## src/rtl/reqdma_pkg.sv

```systemverilog
`timescale 1ns/1ps
package reqdma_pkg;

    localparam int unsigned REG_W    = 32;
    localparam int unsigned LEN_W    = 16;
    localparam int unsigned REQID_W  = 4;
    localparam int unsigned REGIDX_W = 3;

    typedef enum logic [REGIDX_W-1:0] {
        RI_GCTL  = 3'd0,
        RI_GSTAT = 3'd1,
        RI_CMD   = 3'd2,
        RI_STAT  = 3'd3,
        RI_MBASE = 3'd4,
        RI_PBASE = 3'd5,
        RI_STEP  = 3'd6
    } reg_idx_e;

    // command word layout (bit positions are decoded by the sequencer)
    typedef struct packed {
        logic               go;        // 31
        logic               irq_en;    // 30
        logic [1:0]         spare_hi;  // 29:28
        logic               m2p;       // 27
        logic               single;    // 26
        logic               spare25;   // 25
        logic               wait_req;  // 24
        logic [3:0]         spare_mid; // 23:20
        logic [REQID_W-1:0] req_id;    // 19:16
        logic [LEN_W-1:0]   len;       // 15:0
    } cmd_t;

    // step register layout
    typedef struct packed {
        logic       spare31;  // 31
        logic [2:0] width;    // 30:28
        logic [8:0] spare_m;  // 27:19
        logic [2:0] range;    // 18:16
        logic [15:0] spare_l; // 15:0
    } step_t;

    localparam logic [2:0] RNG_ADV   = 3'd0;
    localparam logic [2:0] RNG_HOLD  = 3'd1;
    localparam logic [2:0] RNG_HOLD2 = 3'd2;

    function automatic logic [2:0] step_bytes(input logic [2:0] w);
        case (w)
            3'd0:    return 3'd1;
            3'd1:    return 3'd2;
            default: return 3'd4;
        endcase
    endfunction

    function automatic logic [6:0] wrap_mask(input logic [2:0] r);
        logic [6:0] one;
        one = 7'd1;
        if (r < 3'd3) return 7'd0;
        return (one << (r - 3'd1)) - 7'd1;
    endfunction

    function automatic logic [LEN_W-1:0] len_words(input logic [LEN_W-1:0] l);
        return {l[LEN_W-1:2], 2'b00};
    endfunction

endpackage

```

## src/rtl/reqdma_addr_step.sv

```systemverilog
`timescale 1ns/1ps
module reqdma_addr_step
    import reqdma_pkg::*;
#(
    parameter int unsigned AW      = 32,
    parameter bit          WRAP_EN = 1'b1
) (
    input  logic [AW-1:0] cur_i,
    input  logic [2:0]    width_i,
    input  logic [2:0]    range_i,
    output logic [AW-1:0] nxt_o
);
    logic [AW-1:0] inc;
    assign inc = AW'(step_bytes(width_i));

    generate
        if (WRAP_EN) begin : g_wrap
            logic [AW-1:0] msk;
            assign msk = AW'(wrap_mask(range_i));
            always_comb begin
                case (range_i)
                    RNG_ADV:             nxt_o = cur_i + inc;
                    RNG_HOLD, RNG_HOLD2: nxt_o = cur_i;
                    default:             nxt_o = (cur_i & ~msk) | ((cur_i + inc) & msk);
                endcase
            end
        end else begin : g_lin
            logic unused_rng;
            assign unused_rng = ^range_i;
            assign nxt_o = cur_i + inc;
        end
    endgenerate
endmodule

```

## src/rtl/reqdma_regs.sv

```systemverilog
`timescale 1ns/1ps
module reqdma_regs
    import reqdma_pkg::*;
#(
    parameter int unsigned AW = 32
) (
    input  logic                clk,
    input  logic                rst,
    input  logic                reg_wr,
    input  logic                reg_rd,
    input  logic [REGIDX_W-1:0] reg_addr,
    input  logic [REG_W-1:0]    reg_wdata,
    output logic [REG_W-1:0]    reg_rdata,
    input  logic                busy_i,
    input  logic [LEN_W-1:0]    rem_i,
    input  logic                done_i,
    output logic                gen_o,
    output cmd_t                cmd_o,
    output step_t               step_o,
    output logic [AW-1:0]       mbase_o,
    output logic [AW-1:0]       pbase_o,
    output logic                pend_o,
    output logic                cmd_wr_o,
    output logic                st_rd_o
);
    reg_idx_e idx;
    assign idx      = reg_idx_e'(reg_addr);
    assign cmd_wr_o = reg_wr && (idx == RI_CMD);
    assign st_rd_o  = reg_rd && (idx == RI_STAT);

    always_ff @(posedge clk) begin
        if (rst) begin
            gen_o   <= 1'b0;
            cmd_o   <= '0;
            step_o  <= '0;
            mbase_o <= '0;
            pbase_o <= '0;
            pend_o  <= 1'b0;
        end else begin
            if (reg_wr) begin
                case (idx)
                    RI_GCTL:  gen_o   <= reg_wdata[REG_W-1];
                    RI_CMD:   cmd_o   <= cmd_t'(reg_wdata);
                    RI_MBASE: mbase_o <= reg_wdata[AW-1:0];
                    RI_PBASE: pbase_o <= reg_wdata[AW-1:0];
                    RI_STEP:  step_o  <= step_t'(reg_wdata);
                    default:  ;
                endcase
            end
            if (done_i && cmd_o.irq_en)
                pend_o <= 1'b1;
            else if (st_rd_o)
                pend_o <= 1'b0;
        end
    end

    always_comb begin
        case (idx)
            RI_GCTL:  reg_rdata = {gen_o, {(REG_W-1){1'b0}}};
            RI_GSTAT: reg_rdata = {7'd0, busy_i, 24'd0};
            RI_CMD:   reg_rdata = cmd_o;
            RI_STAT:  reg_rdata = {busy_i, pend_o, {(REG_W-2-LEN_W){1'b0}}, rem_i};
            RI_MBASE: reg_rdata = REG_W'(mbase_o);
            RI_PBASE: reg_rdata = REG_W'(pbase_o);
            RI_STEP:  reg_rdata = step_o;
            default:  reg_rdata = '0;
        endcase
    end
endmodule

```

## src/rtl/reqdma_seq.sv

```systemverilog
`timescale 1ns/1ps
module reqdma_seq
    import reqdma_pkg::*;
#(
    parameter int unsigned AW   = 32,
    parameter int unsigned NREQ = 16
) (
    input  logic               clk,
    input  logic               rst,
    input  logic               cmd_wr_i,
    input  logic               new_go_i,
    input  logic [LEN_W-1:0]   new_len_i,
    input  logic [LEN_W-1:0]   len_i,
    input  logic               single_i,
    input  logic               wait_i,
    input  logic [REQID_W-1:0] req_id_i,
    input  logic               gen_i,
    input  logic [NREQ-1:0]    dreq_i,
    input  logic [AW-1:0]      mbase_i,
    input  logic [AW-1:0]      pbase_i,
    input  logic [2:0]         width_i,
    input  logic [2:0]         range_i,
    output logic               busy_o,
    output logic [LEN_W-1:0]   rem_o,
    output logic               beat_o,
    output logic               done_o,
    output logic [AW-1:0]      mptr_o,
    output logic [AW-1:0]      pptr_o
);
    logic          req_hit;
    logic          last;
    logic [AW-1:0] m_nxt, p_nxt;

    always_comb begin
        req_hit = 1'b0;
        for (int i = 0; i < NREQ; i++)
            if (req_id_i == REQID_W'(i)) req_hit = dreq_i[i];
    end

    assign beat_o = busy_o && gen_i && (!wait_i || req_hit);
    assign last   = (rem_o[LEN_W-1:2] == '0);
    assign done_o = beat_o && last && !cmd_wr_i;

    reqdma_addr_step #(.AW(AW), .WRAP_EN(1'b0)) u_mstep (
        .cur_i(mptr_o), .width_i(width_i), .range_i(range_i), .nxt_o(m_nxt)
    );
    reqdma_addr_step #(.AW(AW), .WRAP_EN(1'b1)) u_pstep (
        .cur_i(pptr_o), .width_i(width_i), .range_i(range_i), .nxt_o(p_nxt)
    );

    always_ff @(posedge clk) begin
        if (rst) begin
            busy_o <= 1'b0;
            rem_o  <= '0;
            mptr_o <= '0;
            pptr_o <= '0;
        end else if (cmd_wr_i) begin
            if (new_go_i) begin
                busy_o <= 1'b1;
                rem_o  <= len_words(new_len_i);
                mptr_o <= mbase_i;
                pptr_o <= pbase_i;
            end else begin
                busy_o <= 1'b0;
            end
        end else if (beat_o) begin
            if (last) begin
                rem_o <= len_words(len_i);
                if (single_i) begin
                    busy_o <= 1'b0;
                    mptr_o <= m_nxt;
                    pptr_o <= p_nxt;
                end else begin
                    mptr_o <= mbase_i;
                    pptr_o <= pbase_i;
                end
            end else begin
                rem_o  <= rem_o - LEN_W'(4);
                mptr_o <= m_nxt;
                pptr_o <= p_nxt;
            end
        end
    end
endmodule

```

## src/rtl/reqdma_channel.sv

```systemverilog
`timescale 1ns/1ps
module reqdma_channel
    import reqdma_pkg::*;
#(
    parameter int unsigned AW   = 32,
    parameter int unsigned DW   = 32,
    parameter int unsigned NREQ = 16
) (
    input  logic                clk,
    input  logic                rst,
    input  logic                reg_wr,
    input  logic                reg_rd,
    input  logic [REGIDX_W-1:0] reg_addr,
    input  logic [REG_W-1:0]    reg_wdata,
    output logic [REG_W-1:0]    reg_rdata,
    input  logic [NREQ-1:0]     dreq,
    output logic                mem_en,
    output logic                mem_we,
    output logic [AW-1:0]       mem_addr,
    output logic [DW-1:0]       mem_wdata,
    input  logic [DW-1:0]       mem_rdata,
    output logic                per_en,
    output logic                per_we,
    output logic [AW-1:0]       per_addr,
    output logic [DW-1:0]       per_wdata,
    input  logic [DW-1:0]       per_rdata,
    output logic                irq
);
    logic             gen, pend, cmd_wr, st_rd, busy, beat, done;
    logic [LEN_W-1:0] rem;
    logic [AW-1:0]    mbase, pbase, mptr, pptr;
    cmd_t             cmd_q, cmd_in;
    step_t            step_q;

    assign cmd_in = cmd_t'(reg_wdata);

    reqdma_regs #(.AW(AW)) u_regs (
        .clk(clk), .rst(rst), .reg_wr(reg_wr), .reg_rd(reg_rd),
        .reg_addr(reg_addr), .reg_wdata(reg_wdata), .reg_rdata(reg_rdata),
        .busy_i(busy), .rem_i(rem), .done_i(done),
        .gen_o(gen), .cmd_o(cmd_q), .step_o(step_q),
        .mbase_o(mbase), .pbase_o(pbase), .pend_o(pend),
        .cmd_wr_o(cmd_wr), .st_rd_o(st_rd)
    );

    reqdma_seq #(.AW(AW), .NREQ(NREQ)) u_seq (
        .clk(clk), .rst(rst), .cmd_wr_i(cmd_wr),
        .new_go_i(cmd_in.go), .new_len_i(cmd_in.len),
        .len_i(cmd_q.len), .single_i(cmd_q.single), .wait_i(cmd_q.wait_req),
        .req_id_i(cmd_q.req_id), .gen_i(gen), .dreq_i(dreq),
        .mbase_i(mbase), .pbase_i(pbase),
        .width_i(step_q.width), .range_i(step_q.range),
        .busy_o(busy), .rem_o(rem), .beat_o(beat), .done_o(done),
        .mptr_o(mptr), .pptr_o(pptr)
    );

    assign mem_en    = beat;
    assign per_en    = beat;
    assign mem_we    = beat && !cmd_q.m2p;
    assign per_we    = beat &&  cmd_q.m2p;
    assign mem_addr  = mptr;
    assign per_addr  = pptr;
    assign mem_wdata = per_rdata;
    assign per_wdata = mem_rdata;
    assign irq       = pend;
endmodule

```

## config.mk

```make
export PLATFORM = sky130hd
export DESIGN_NAME = reqdma_channel
export DESIGN_NICKNAME = d
export VERILOG_FILES = /design/src/rtl/reqdma_pkg.sv /design/src/rtl/reqdma_addr_step.sv /design/src/rtl/reqdma_regs.sv /design/src/rtl/reqdma_seq.sv /design/src/rtl/reqdma_channel.sv
export SDC_FILE = /design/constraint.sdc
export NUM_CORES = 1
export LEC_CHECK = 0
export ABC_AREA = 1
export BUFFER_PORTS_ARGS = -buffer_cell sky130_fd_sc_hd__buf_2
export CORE_ASPECT_RATIO = 0.9
export CORE_MARGIN = 10
export CORE_UTILIZATION = 40
export DETAILED_ROUTE_END_ITERATION = 6
export MAX_ROUTING_LAYER = met4
export PLACE_DENSITY = 0.75
export SETUP_SLACK_MARGIN = 0.15
export SLEW_MARGIN = 20
export SYNTH_ARGS = -nofsm -noshare
export SYNTH_HDL_FRONTEND = slang
export SYNTH_SLANG_ARGS = --single-unit
```

## constraint.sdc

```tcl
create_clock -name clk -period 2.8 [get_ports clk]
set_clock_uncertainty 0.15 [all_clocks]
set_input_delay 0.56 -clock clk [delete_from_list [all_inputs] [get_ports clk]]
set_output_delay 0.56 -clock clk [all_outputs]
set_load 0.1 [all_outputs]
```

Word level (Yosys, flattened, before mapping)
Cells that the tools add are included.

Output and inout bits: 165. Bits in registers: 211. Input port bits: 119.

Eq/ne operators: 25. Add/subtract/negate cells: 5. Reduce and logical (&&, ||, !) cells: 30. Bitwise operators: 4. Shift operators: 1. Muxes and demuxes: 43. Magnitude comparators: 1.

Operator list (count): $mux 32 (10); $pmux 32 s7 (1); $add 32x3->32 (2); $mux 16 (4); $pmux 32 s2 (1); $and 32x32->32 (1); $and 32x7->32 (1); $eq 4x4->1 const B (8); $not 7->32 (1); $or 32x32->32 (1); $mux 1 (24); $eq 4x3->1 const B (4); $sub 16x3->16 const B (1); $logic_not 14->1 (1); $mux 7 (2); $reduce_and 2->1 (6); $eq 3x1->1 const B (3); $eq 3x2->1 const B (3); $eq 3x3->1 const B (3); $logic_and 1x1->1 (9); $logic_not 3->1 (3); $eq 4x2->1 const B (2); $reduce_bool 2->1 (4); $shl 1x3->7 const A (1); 11 further kinds (13).

Longest topological paths before layout
Depth in word-level cells: 23. Depth in mapped cells: 19. Depth with buffers taken out: 19.

By module
A second synthesis with hierarchy kept.

Cell total of the unflattened synthesis: 2464. Area, all modules: 14865.5 um^2.

By module, submodules not included: reqdma_regs (area each 6849.1 um^2, cells an instance 1063, instances 1); reqdma_seq (area each 5221.3 um^2, cells an instance 884, instances 1); reqdma_addr_step at u_seq.u_pstep (area each 1266.2 um^2, cells an instance 244, instances 1); reqdma_addr_step at u_seq.u_mstep (area each 1023.5 um^2, cells an instance 204, instances 1); reqdma_channel (area each 505.5 um^2, cells an instance 69, instances 1).

Worst setup path before layout
Ideal clock, no wire load.

Path kind: input to output. Start point: input port reg_addr[0]. End point: output port reg_rdata[11]. Cell stages on the path: 4. Required time: 2.090 ns. Setup slack: -1.038 ns. Data arrival time: 3.128 ns. Cell sequence: nor2_1 > nand2_1 > clkbuf_1 > o21ai_0.

Cells in the longest elaborated chain, start to end: 2. Elaborated cells between the ends (all ways): 8. Classes of those cells: eq/ne: 6; mux: 1; reduce/logical: 1.

Ends and longest elaborated chain: from (decl) (RTL line reqdma_channel.sv:13) `input logic [REGIDX_W-1:0] reg_addr,`; $eq 3x3->1 (tied with other cells) (RTL line reqdma_regs.sv:58) `case (idx)`; $pmux 32 s7 * (RTL line reqdma_regs.sv:58); to (decl) (RTL line reqdma_channel.sv:15) `output logic [REG_W-1:0] reg_rdata,`.

Mark *: on every way between the ends. The rest lies on a longest branch, timed or not.

Worst setup path in the final report
Start point: register u_regs.cmd_o[16] (netlist bit). End point: output port per_en.

Cells in the longest elaborated chain, start to end: 19. Elaborated cells between the ends (all ways): 34. Classes of those cells: eq/ne: 15; mux: 16; reduce/logical: 3.

Ends and longest elaborated chain: from (decl) (RTL line reqdma_regs.sv:18) `output cmd_t cmd_o,`; from (signal assigned) (RTL line reqdma_regs.sv:43) `RI_CMD: cmd_o <= cmd_t'(reg_wdata);`; $logic_not 4->1 (RTL line reqdma_seq.sv:37) `if (req_id_i == REQID_W'(i)) req_hit = dreq_i[i];`; $mux 1 (15 in series) (RTL line reqdma_seq.sv:37); $mux 1 * (RTL line reqdma_seq.sv:37); $logic_or 1x1->1 * (RTL line reqdma_seq.sv:40) `assign beat_o = busy_o && gen_i && (!wait_i || req_hit);`; $logic_and 1x1->1 * (RTL line reqdma_seq.sv:40); to (decl) (RTL line reqdma_channel.sv:22) `output logic per_en,`.

Marked as above.

==> results.py <==
metrics = {
    "outcome": {
        "status": "finished with violations",
        "violations": "design-rule violations, negative setup slack",
    },
    "synthesis": {
        "yosys.area.top_type": "dfxtp_1",
        "syn_nets": 2052,
        "syn_area_per_cell_sq_um": 6.524,
        "synth_seq_cells": 209,
        "synth_top_flop_cell": "dfxtp_1",
        "ys_types": 48,
        "synth_cells": 1923,
        "synth_edf_count": 0,
        "yosys-top-cells-area": "dfxtp_1 33%, nand2_1 11%, a21oi_1 7.7%, nand3_1 7.1%, o21ai_0 6.1%",
        "synth_top_area_share": 0.3335,
        "netlist_area_sq_mm": 0.01255,
        "yosys_warnings": 0,
        "ys_async_sr_fraction": 0,
        "seq_area_frac_synth": 0.3335,
    },
    "floorplan": {
        "pin_count": 284,
        "die_width_um": 206.7,
        "dieArea_sq_mm": 0.03886,
        "die_h_um": 188.0,
        "fp-row-count": 61,
        "start_util": 0.4059,
        "coreArea_sq_mm": 0.03091,
    },
    "critical_path": {
        "critPathTopFamily": "simple AND/OR/NAND/NOR gates",
        "worst_path_max_delay_cell": "dfxtp_4",
        "crit_path_end_kind": "output port",
        "crit_chain": "clkinvlp_4 -> nand3_2 -> nand3_2 -> nor2_2 -> nor2_1 -> nand2_1 -> nand2_1 -> nand2_2 -> nand3_4 -> nand2_4 -> clkinvlp_4 -> buf_12",
        "crit_buf_inv": 3,
        "slowest_delay_ns": 0.39,
        "crit_fanout": 5,
        "crit_type": "reg -> out",
        "critPathArrivalTime_ns": 2.17,
        "critPathLaunchType": "flop",
        "worstPathRequired_ns": 2.09,
    },
    "timing": {
        "maxSlewViolCount": 0,
        "rsz0062_at_grt": "yes",
        "period_needed_ns": 2.877,
        "slew_headroom": 0.5239,
        "fin_crit_sh": 1.028,
        "setup-violations-final": 2,
        "setup_tns_ns": -0.1540,
        "final_hold_viol_count": 0,
        "finalWorstSetupSlack_ns": -0.07719,
        "worst_pin_slew_ns": 0.7086,
        "fmax_mhz": 347.6,
    },
    "power_and_ir_drop": {
        "p_switching_uw": 2442,
        "power_frac_comb": 0.174,
        "p_sw_frac": 0.3040,
        "p_seq_frac": 0.391,
        "p_int_uw": 5591,
        "power_uw": 8033,
        "pwr_density_cell_mw_per_mm2": 513.8,
        "vdd_drop_max_mv": 0.5078,
        "power.share.clock": 0.435,
        "power_leakage_uw": 0.006705,
    },
    "global_route": {
        "grt_max_degree": 97,
        "grt_use_total": 0.2388,
        "grt_overflow": 0,
        "grt_pass1_wl_um": 72420,
        "first_global_vias": 12700,
        "antenna_found_initial": 1,
    },
    "clock_network": {
        "cts_root_buf": "clkbuf_16",
        "insertion_delay_ns": 0.55,
        "cts_max_level": 1,
        "cts_buffer_depth": 3,
        "cts_buffers": 25,
        "cts_tree": "built",
        "numClockSinks": 209,
        "path_clk_slew_ns": 0.06,
    },
    "route": {
        "avgRoutedWirePerCell_um": 19.72,
        "num_vias": 13760,
        "drtPass1Iterations": 7,
        "viasPerCell": 5.653,
        "drc": 2,
        "first_iter_violations": 1489,
        "wl_um": 48030,
        "ant_nets": 0,
    },
    "layout": {
        "multi_input_area_sq_mm": 0.007098,
        "syn2layout_area_growth_pct": 24.60,
        "regArea_sq_mm": 0.004208,
        "drive_above_1_share": 0.2138,
        "finalNetCount": 2136,
        "fillCellCount": 2996,
        "fin_util": 0.5057,
    },
    "flow_run": {
        "cap_violations": 0,
    },
    "min_path": {
        "hold_class": "in -> reg",
    },
    "placement": {
        "post-dp-hpwl_um": 34930,
        "io_buffers": 155,
        "gp_congestion": 1.002,
    },
}
## repair_timing
item,CTS,global route
cloned,1,2
resized for setup,28,96
setup endpoints to repair,11,63
setup buffers,7,10
pin swaps,4,32
hold buffers,0,0
## final cells by class
type | instances | area share
clock inverter | 7 | 0.006563
sequential | 209 | 0.2692
timing repair buffer | 232 | 0.1375
multi-input combinational | 1340 | 0.4541
antenna | 1 | 0.0001601
clock buffer | 38 | 0.05018
inverter | 199 | 0.04962
tap | 409 | 0.03274
## synthesized netlist by cell type, types with 14 or more instances
library cell	count
xor2_1	24
nand2_1	384
nor3_1	33
a21boi_0	14
buf_2	30
nand3b_1	15
o21ai_1	24
nand4_1	23
inv_1	189
a221oi_1	14
a21oi_1	193
o21ai_0	153
clkbuf_1	64
nor2_1	182
dfxtp_1	209
o22ai_1	28
buf_4	68
nand3_1	177
## stage by stage
step	setup WS [ns]	hold WS [ns]	instances	area (sq um)
after floorplan	-0.4210	0.2803	1923	12680
after global placement	0.05886	0.2871	2369	14100
after detailed placement	0.04673	0.2956	2369	14100
after CTS	-0.03370	0.1545	2422	15170
after global routing	-0.1680	0.1813	2435	15630
final	-0.07719	0.1546	2435	15630
## power groups by stage
stage	Combinational [uW]	Sequential, uW	Clock (uW)
finish	1400	3140	3490
global route	1490	3150	3620
CTS	1330	3140	3490
detailed placement	1310	3200	0
global placement	1290	3200	0
floorplan	1190	3330	0
## per-layer routing
metal | wire [um] | GRT usage | vias to the layer above
met3 | 5171 | 0.05221 | 93
met5 | 0 | - | -
met2 | 20420 | 0.3434 | 818
met1 | 21010 | 0.3269 | 6363
li1 | - | - | 6490
met4 | 1429 | 0.06928 | 0
## kinds of logic after synthesis
logic type	Yosys count	share of synthesized area
simple gates	846	0.2950
compound gates	456	0.2012
buf+inv	374	0.1396
flops	209	0.3335
xor+xnor	28	0.01955
fa+ha+maj	10	0.01117
## placed cells by master (no fill, tap or decap), types with 6 or more instances in the layout
| cell | count |
|---|---|
| a21boi_0 | 9 |
| a21oi_1 | 192 |
| a221o_2 | 12 |
| a221oi_2 | 11 |
| buf_12 | 48 |
| buf_2 | 117 |
| buf_4 | 57 |
| buf_6 | 6 |
| clkbuf_16 | 28 |
| clkbuf_8 | 11 |
| dfxtp_1 | 198 |
| dfxtp_2 | 7 |
| inv_1 | 176 |
| inv_2 | 14 |
| nand2_1 | 368 |
| nand2_2 | 12 |
| nand2_4 | 9 |
| nand3_1 | 166 |
| nand3_2 | 19 |
| nand3b_1 | 15 |
| nand4_1 | 23 |
| nor2_1 | 168 |
| nor2_2 | 9 |
| nor2_4 | 9 |
| nor3_1 | 31 |
| o21ai_0 | 136 |
| o21ai_1 | 28 |
| o21ai_2 | 15 |
| o22ai_1 | 28 |
| xor2_1 | 24 |
## final timing paths
| check | cells after the start | slack (ns) | to | startpoint |
|---|---|---|---|---|
| max | 12 | -0.08 | per_en | u_regs.cmd_o[16]$_SDFFE_PP0P_ |
| min | 3 | 0.15 | u_regs.cmd_o[26]$_SDFFE_PP0P_ | reg_wdata[26] |
| max reg2reg | 19 | 0.24 | u_seq.mptr_o[30]$_SDFFE_PP0P_ | u_regs.step_o[29]$_SDFFE_PP0P_ |
| min reg2reg | 2 | 0.30 | u_regs.step_o[25]$_SDFFE_PP0P_ | u_regs.step_o[25]$_SDFFE_PP0P_ |
## worst reg2reg max path: cells and delay by family (launching register included)
| family | cells | cell delay, ns |
|---|---|---|
| DFF | 1 | 0.31 |
| adders and majority gates | 2 | 0.53 |
| and+or+nand+nor | 10 | 0.86 |
| AOI/OAI and AO/OA | 2 | 0.21 |
| xor gates and xnor gates | 1 | 0.14 |
| buffers and inverters | 4 | 0.25 |
## state kept, by name (all words and copies together) (netlist names)
name and cells:
u_regs.cmd_o 32, u_regs.mbase_o 32, u_regs.pbase_o 32, u_regs.step_o 32
u_seq.mptr_o 32, u_seq.pptr_o 32, u_seq.rem_o 14, u_regs.gen_o 1
u_regs.pend_o 1, u_seq.busy_o 1
(Power assumes the default switching activity.)
